===== src/rtl/irq_stat_pkg.sv =====
package irq_stat_pkg;
  localparam int NSTAT = 18;
  localparam int AS_W  = 6;

  localparam int B_CMD_DONE = 0;
  localparam int B_XFER_DONE = 1;
  localparam int B_GAP = 2;
  localparam int B_DMA_DONE = 3;
  localparam int B_WR_RDY = 4;
  localparam int B_RD_RDY = 5;
  localparam int B_CARD_IN = 6;
  localparam int B_CARD_OUT = 7;
  localparam int B_CARD_IRQ = 8;
  localparam int B_CMD_TMO = 9;
  localparam int B_CMD_CRC = 10;
  localparam int B_CMD_END = 11;
  localparam int B_CMD_IDX = 12;
  localparam int B_DAT_TMO = 13;
  localparam int B_DAT_CRC = 14;
  localparam int B_DAT_END = 15;
  localparam int B_AS_ERR = 16;
  localparam int B_DMA_ERR = 17;

  localparam logic [NSTAT-1:0] CMD_ERR_MASK = 18'h01E00;
  localparam logic [NSTAT-1:0] DAT_ERR_MASK = 18'h0E000;
  localparam logic [NSTAT-1:0] FORCE_MASK   = 18'h3FF00;
endpackage


===== src/rtl/irq_stat_bit.sv =====
module irq_stat_bit (
  input  logic clk,
  input  logic rst_n,
  input  logic set_i,
  input  logic clr_i,
  output logic q_o
);
  always_ff @(posedge clk or negedge rst_n) begin
    if (!rst_n)     q_o <= 1'b0;
    else if (set_i) q_o <= 1'b1;   // set beats clear
    else if (clr_i) q_o <= 1'b0;
  end
endmodule


===== src/rtl/irq_autostop.sv =====
module irq_autostop #(
  parameter int W = 6
) (
  input  logic         clk,
  input  logic         rst_n,
  input  logic         en_i,
  input  logic [W-1:0] evt_i,
  input  logic         frc_we_i,
  input  logic [W-1:0] frc_i,
  input  logic         clr_i,
  output logic [W-1:0] flags_o,
  output logic         hit_o
);
  logic [W-1:0] set_v;

  always_comb begin
    set_v = (evt_i | (frc_we_i ? frc_i : '0)) & {W{en_i}};
    hit_o = |set_v;
  end

  for (genvar g = 0; g < W; g++) begin : g_flag
    irq_stat_bit u_bit (
      .clk   (clk),
      .rst_n (rst_n),
      .set_i (set_v[g]),
      .clr_i (clr_i),
      .q_o   (flags_o[g])
    );
  end
endmodule


===== src/rtl/irq_out_stage.sv =====
module irq_out_stage #(
  parameter int N = 18,
  parameter logic [N-1:0] CMD_MASK = '0,
  parameter logic [N-1:0] DAT_MASK = '0,
  parameter int IN_POS = 6,
  parameter int OUT_POS = 7
) (
  input  logic         clk,
  input  logic         rst_n,
  input  logic [N-1:0] status_i,
  input  logic [N-1:0] sig_en_i,
  input  logic [1:0]   wake_en_i,
  output logic         irq_o,
  output logic         wake_o,
  output logic         cmd_err_o,
  output logic         dat_err_o
);
  logic irq_d, wake_d;

  always_comb begin
    irq_d     = |(status_i & sig_en_i);
    wake_d    = (status_i[IN_POS] & wake_en_i[0]) | (status_i[OUT_POS] & wake_en_i[1]);
    cmd_err_o = |(status_i & CMD_MASK);
    dat_err_o = |(status_i & DAT_MASK);
  end

  always_ff @(posedge clk or negedge rst_n) begin
    if (!rst_n) begin
      irq_o  <= 1'b0;
      wake_o <= 1'b0;
    end else begin
      irq_o  <= irq_d;
      wake_o <= wake_d;
    end
  end
endmodule


===== src/rtl/irq_stat_ctrl.sv =====
module irq_stat_ctrl
  import irq_stat_pkg::*;
(
  input  logic             clk,
  input  logic             rst_n,
  input  logic [NSTAT-1:0] evt_i,
  input  logic [AS_W-1:0]  as_evt_i,
  input  logic [NSTAT-1:0] stat_en_i,
  input  logic [NSTAT-1:0] sig_en_i,
  input  logic [1:0]       wake_en_i,
  input  logic             clr_we_i,
  input  logic [NSTAT-1:0] clr_i,
  input  logic             force_we_i,
  input  logic [NSTAT-1:0] force_i,
  input  logic [AS_W-1:0]  force_as_i,
  output logic [NSTAT-1:0] status_o,
  output logic [AS_W-1:0]  as_flags_o,
  output logic             irq_o,
  output logic             wake_o,
  output logic             cmd_err_o,
  output logic             dat_err_o
);
  logic [NSTAT-1:0] raw_v, set_v, clr_v;
  logic             as_hit;

  irq_autostop #(.W(AS_W)) u_as (
    .clk      (clk),
    .rst_n    (rst_n),
    .en_i     (stat_en_i[B_AS_ERR]),
    .evt_i    (as_evt_i),
    .frc_we_i (force_we_i),
    .frc_i    (force_as_i),
    .clr_i    (clr_v[B_AS_ERR]),
    .flags_o  (as_flags_o),
    .hit_o    (as_hit)
  );

  always_comb begin
    raw_v = evt_i | (force_we_i ? (force_i & FORCE_MASK) : '0);
    raw_v[B_AS_ERR] = raw_v[B_AS_ERR] | as_hit;
    set_v = raw_v & stat_en_i;
    clr_v = clr_we_i ? clr_i : '0;
  end

  for (genvar g = 0; g < NSTAT; g++) begin : g_stat
    irq_stat_bit u_bit (
      .clk   (clk),
      .rst_n (rst_n),
      .set_i (set_v[g]),
      .clr_i (clr_v[g]),
      .q_o   (status_o[g])
    );
  end

  irq_out_stage #(
    .N        (NSTAT),
    .CMD_MASK (CMD_ERR_MASK),
    .DAT_MASK (DAT_ERR_MASK),
    .IN_POS   (B_CARD_IN),
    .OUT_POS  (B_CARD_OUT)
  ) u_out (
    .clk       (clk),
    .rst_n     (rst_n),
    .status_i  (status_o),
    .sig_en_i  (sig_en_i),
    .wake_en_i (wake_en_i),
    .irq_o     (irq_o),
    .wake_o    (wake_o),
    .cmd_err_o (cmd_err_o),
    .dat_err_o (dat_err_o)
  );
endmodule


===== config.mk =====
export PLATFORM = sky130hd
export DESIGN_NAME = irq_stat_ctrl
export DESIGN_NICKNAME = d
export VERILOG_FILES = /design/src/rtl/irq_stat_pkg.sv /design/src/rtl/irq_stat_bit.sv /design/src/rtl/irq_autostop.sv /design/src/rtl/irq_out_stage.sv /design/src/rtl/irq_stat_ctrl.sv
export SDC_FILE = /design/constraint.sdc
export NUM_CORES = 1
export LEC_CHECK = 0
export BUFFER_PORTS_ARGS = -buffer_cell sky130_fd_sc_hd__buf_2
export CAP_MARGIN = 20
export CORE_MARGIN = 4
export CORE_UTILIZATION = 41
export CTS_BUF_LIST = sky130_fd_sc_hd__clkbuf_8
export DETAILED_ROUTE_END_ITERATION = 12
export PLACE_DENSITY = 0.88
export REMOVE_ABC_BUFFERS = 1
export SYNTH_ARGS = -nofsm -noshare
export SYNTH_HDL_FRONTEND = slang
export SYNTH_HIERARCHICAL = 1
export SYNTH_SLANG_ARGS = --single-unit

===== constraint.sdc =====
create_clock -name clk -period 3.04 [get_ports clk]
set_clock_uncertainty 0.2 [all_clocks]
set_input_delay 0.152 -clock clk [delete_from_list [all_inputs] [get_ports clk]]
set_output_delay 0.152 -clock clk [all_outputs]
set_load 0.05 [all_outputs]

=== Word-level counts from Yosys, hierarchy flattened ===
Index checks and enable logic that the tools add are counted.

* Multiplexer cells: 45
* Bitwise logic cells: 9
* Reduce and logical (&&, ||, !) cells: 28

{| class="wikitable"
|+ Operators by type and width
! cell !! count
|-
| nonzero test 2 bit || 24
|-
| two-way mux 1 bit || 42
|-
| bitwise AND 18 bit || 2
|-
| two-way mux 18 bit || 2
|-
| bitwise OR 18 bit || 1
|-
| OR reduction 18 bit || 1
|-
| bitwise AND 6 bit || 1
|-
| two-way mux 6 bit || 1
|-
| bitwise OR 6 bit || 1
|-
| OR reduction 6 bit || 1
|-
| OR reduction 4 bit || 1
|-
| OR reduction 3 bit || 1
|-
| bitwise AND 1 bit || 2
|-
| bitwise OR 1 bit || 2
|}

* Register bits: 26
* Output and inout bits: 28

=== Depth between registers and ports, before layout ===
* Word-level depth: 7
* Mapped depth: 6
* Depth with buffers taken out: 6

=== By module ===
Netlist, hierarchy kept.

{| class="wikitable"
|+ By module, submodules not included
! module !! instances !! cells each !! area each (µm²) !! seq. area each (µm²)
|-
| irq_stat_bit || 24 || 3 || 36.3 || 25.0
|-
| irq_stat_ctrl || 1 || 48 || 324.1 || 0.0
|-
| irq_out_stage || 1 || 16 || 180.2 || 50.0
|-
| irq_autostop || 1 || 15 || 71.3 || 0.0
|}

=== Worst setup path before layout ===
OpenSTA, ideal clock, no wires.

* Kind: reg2out
* From: register g_stat[9].u_bit.q_o
* To: output port cmd_err_o
* Arrival time: 1.397 ns
* Data required time: 2.688 ns
* Path slack: 1.291 ns
* Cell stages (with the launch flop): 2
* Cells stage by stage: dfrtp_1 -> or4_1

* Cells in the longest elaborated chain, start to end: 1

{| class="wikitable"
|+ RTL lines
! element !! RTL line !! RTL
|-
| from (decl) || irq_stat_bit.sv:6 || <nowiki>output logic q_o</nowiki>
|-
| from (signal assigned) || irq_stat_bit.sv:9 || <nowiki>if (!rst_n) q_o <= 1'b0;</nowiki>
|-
| from (signal assigned) || irq_stat_bit.sv:10 || <nowiki>else if (set_i) q_o <= 1'b1;</nowiki>
|-
| from (signal assigned) || irq_stat_bit.sv:11 || <nowiki>else if (clr_i) q_o <= 1'b0;</nowiki>
|-
| OR reduction 4 bit || irq_out_stage.sv:23 || <nowiki>cmd_err_o = |(status_i & CMD_MASK);</nowiki>
|-
| to (decl) || irq_stat_ctrl.sv:20 || <nowiki>output logic cmd_err_o,</nowiki>
|}

Every way passes these cells.

=== Worst setup path in the final report ===
* From: input port sig_en_i[16]
* To: register u_out.irq_o

* Cells in the longest elaborated chain, start to end: 2

{| class="wikitable"
|+ RTL lines
! element !! RTL line !! RTL
|-
| from (decl) || irq_stat_ctrl.sv:9 || <nowiki>input logic [NSTAT-1:0] sig_en_i,</nowiki>
|-
| bitwise AND 18 bit || irq_out_stage.sv:21 || <nowiki>irq_d = |(status_i & sig_en_i);</nowiki>
|-
| OR reduction 18 bit || irq_out_stage.sv:21 ||
|-
| named net u_out.irq_d || irq_out_stage.sv:18 || <nowiki>logic irq_d, wake_d;</nowiki>
|-
| to (signal assigned) || irq_out_stage.sv:32 || <nowiki>irq_o <= irq_d;</nowiki>
|-
| to (decl) || irq_out_stage.sv:13 || <nowiki>output logic irq_o,</nowiki>
|}

The timed path passes the listed nets, and every way through them passes these cells.
A chain may end at the register's enable or synchronous reset.

==> metrics.md <==
| Metric | Value |
|---|---|
| I/O pin cnt | around 140 |
| DIE AREA | 4542 um^2 |
| Largest fanout on the critical path | 1 |
| Initial antenna violation count | 0 |
| Simple-Gate Fraction of Synth Area | 20.93% |
| Drt wl/cell | 13.14 um |
| Hold Vio Cnt, Final | 1 |
| Post-CTS sizing | 0 |
| WP data required | 3.00 ns |
| Crit-path slowest cell | dlygate4sd3_1 |
| Largest net degree at the start of global routing | 27 |
| Setup-failing EPs final | 0 |
| Reg2reg start | g_stat[9].u_bit/q_o$_DFFE_PN0P_ |
| Clock root cell | clkbuf_8 |
| Most frequent cells in the layout | buf_2, dlygate4sd3_1, dfrtp_1 |
| CP most frequent cell | dlygate4sd3_1 |
| Avg Cell Area, Syn | 9.579 um^2 |
| Pre-antenna DRT Iters | 2 |
| Vias in the first global route | 1,686 |
| Count of filler cells inserted in the layout | around 300 |
| Most common cell after layout, fill and taps aside | buf_2 |
| Final setup margin | 0.8239 ns |
| Number of cell rows | 21 |
| DR vias | between 1,500 and 2,000 |
| Clock sink total | 26 |
| Die width | approximately 67 um |
| Worst Hold End | u_as/g_flag[3].u_bit/q_o$_DFFE_PN0P_ |
| Via density per instance | 4.590 |
| Largest area contributor in the netlist | dfrtp_1 |
| Slew @ Worst Pin | around 0.57 ns |
| Detailed-placement wirelength estimate | 3469 um |
| Hold wc startpoint | as_evt_i[3] |
| Hold depth | 4 |
| DP Cell Count | around 320 |
| PortBufs | around 130 |
| Register area share after synthesis | between 40% and 50% |
| Core Region | 3363 um^2 |
| Comb power frac | between 30% and 40% |
| Status | complete, but fails checks |
| Largest family of logic cells by synthesized area | compound AO/OA/AOI/OAI gates |
| Post-Route WL | 4653 um |
| # Max-Cap Violations | 0 |
| Global-route usage over all layers | 20.55% |
| Slew Viols, Final | 0 |
| Layout area overhead | 69.81% |
| CTS max path bufs | 2 |
| CP Class | in -> reg |
| Worst vdd ir | between 0.2 and 0.25 mV |
| Power Dens Cells | 415.7 nW/um^2 |
| Post-Synth Adder-Cell Area | 0% |
| Iteration-0 DRC Markers | 21 |
| Hold_buf cts | 28 |
| Synth Area in Compound Gates | 26.30% |
| Post-CTS Setup Repair Bufs | 0 |
| Synth Instances | 151 |
| Crit path largest cell delay | roughly 0.58 ns |
| Sequential Power Share | 40.7% |
| Worst Path Arrival | 2.18 ns |
| Mux contribution to synthesized area | 0% |
| CTS tree | built |
| Antenna Cells | 0 |
| Place WS | between 1 and 1.5 ns |
| H-tree depth | 1 |
| Final Non-Filler Cells | 354 |
| Setup_tns | 0 ns |
| YS warnings | 6 |
| Global route total overflow | 0 |
| Cell area after synthesis | 1446 um^2 |
| Design area | 2456 um^2 |
| Slew HR | 61.98% |
| Fmax | 0.4512 GHz |
| Starting density of the core | 43.01% |
| Sw Ratio | 36.12% |
| Clock buffer count from CTS | 3 |
| Die Y | between 60 and 70 um |
| Fin nets | roughly 420 |
| #FFs+latches synth | 26 |
| RSZ-0062 raised after global routing | false |
| Leakage | 0.001328 uW |
| Clk Latency, worst-skew pair | approximately 0.27 ns |
| Worst setup SP type | primary input |
| Synth Area in XOR/XNOR | 0% |
| Net Sw Power | approximately 370 uW |
| R2R Setup Slk | 0.89 ns |
| Int Power | between 600 and 700 uW |
| Min Tclk post-route | 2.216 ns |
| Dpl cell area | 2121 um^2 |
| Share of the synthesized area in the top cell type | 44.98% |
| Drc violations | 0 |
| Hold Path Class | in -> reg |
| Antenna Nets Post-Route | 0 |
| GPL Wtd Cong | approximately 0.8 |
| Critical-path cell list | dlygate4sd3_1 > buf_2 > a22oi_1 > dlygate4sd3_1 > nand4_1 > dlygate4sd3_1 |
| Fin crit share | 72.90% |
| Reg2reg path depth | 4 |
| First-pass GRT wire length | roughly 7100 um |
| Share of cells above drive strength 1 | 50.00% |
| Final hold slack | -0.0002126 ns |
| Violated checks | negative hold slack |
| Synth area leaders | dfrtp_1, a21o_1, and2_2 |
| Clock power frac | 22.1% |
| FF-to-FF End | u_out/irq_o$_DFF_PN0_ |
| Synth cell types | 20 |
| Crit. End Element | register |
| Worst-path clk slew | 0.09 ns |
[metrics by stage]
stage | utilization, % | hold slack [ns] | power [uW]
floorplan | - | -0.3436 | 639.0
global placement | 63.06 | -0.01933 | 765.4
detailed placement | 63.06 | -0.01786 | 774.5
CTS | 73.03 | 0.00007169 | 1023
global route | 73.03 | 0.02501 | 1069
finish | 73.03 | -0.0002126 | 1021
[power groups by stage]
stage	clock [uW]	combinational, uW	sequential [uW]
2_1_floorplan	0	86.0	553
3_3_place_gp	0	345	420
3_5_place_dp	0	352	423
4_1_cts	226	381	415
5_1_grt	241	407	421
6_report	225	380	415
[logic make-up (layout without fill, tap and decap cells)]
kind of cell / Yosys count / count (layout)
AOI/OAI and AO/OA: 51 / 51
buffers and inverters: 27 / 184
DFF: 26 / 26
and+or+nand+nor: 47 / 47
[final cells by class]
| class | count | area, um^2 | area share, % |
|---|---|---|---|
| Multi-Input combinational cell | 98 | 683.2 | 27.81 |
| Inverter | 25 | 93.84 | 3.821 |
| Clock buffer | 4 | 55.05 | 2.241 |
| Sequential cell | 26 | 650.6 | 26.49 |
| Timing Repair Buffer | 155 | 915.9 | 37.29 |
| Tap cell | 46 | 57.56 | 2.343 |
[layer usage]
layer,GRT usage [%],routed length (um),up-vias
li1,-,-,821
met1,20.92,1696,739
met2,41.35,2551,63
met3,4.992,381,2
met4,4.557,23,0
met5,0,0,-
[worst max path at each step]
stage | to | depth (start not counted) | slack, ns | from
2_1_floorplan | cmd_err_o | 1 | 1.29 | g_stat[9].u_bit/q_o$_DFFE_PN0P_
3_3_place_gp | g_stat[16].u_bit/q_o$_DFFE_PN0P_ | 7 | 1.34 | force_we_i
3_5_place_dp | g_stat[16].u_bit/q_o$_DFFE_PN0P_ | 7 | 1.32 | force_we_i
4_1_cts | u_out/irq_o$_DFF_PN0_ | 6 | 0.85 | sig_en_i[16]
5_1_grt | u_out/irq_o$_DFF_PN0_ | 6 | 0.79 | sig_en_i[16]
6_report | u_out/irq_o$_DFF_PN0_ | 6 | 0.82 | sig_en_i[16]
[cells in the mapped netlist (all sizes together)]
master / n
a21o: 24
or4: 1
a221oi: 3
or3: 2
nor2: 6
and3: 1
a21oi: 15
inv: 25
nand4: 1
and2: 26
a22o: 4
a22oi: 3
a211oi: 1
a41oi: 1
nor2b: 10
dfrtp: 26
buf: 2
[critical path: cells and delay by family]
family,cells,cell delay [ns]
simple gates,1,0.09
compound gates,1,0.14
buf+inv,4,1.79
[state kept, by name, summed over array words and instances, names as in the netlist]
signal and flops:
g_stat.u_bit/q_o 18, u_as/g_flag.u_bit/q_o 6, u_out/wake_o 1, u_out/irq_o 1
No activity file was read; power rests on OpenSTA's default activity.
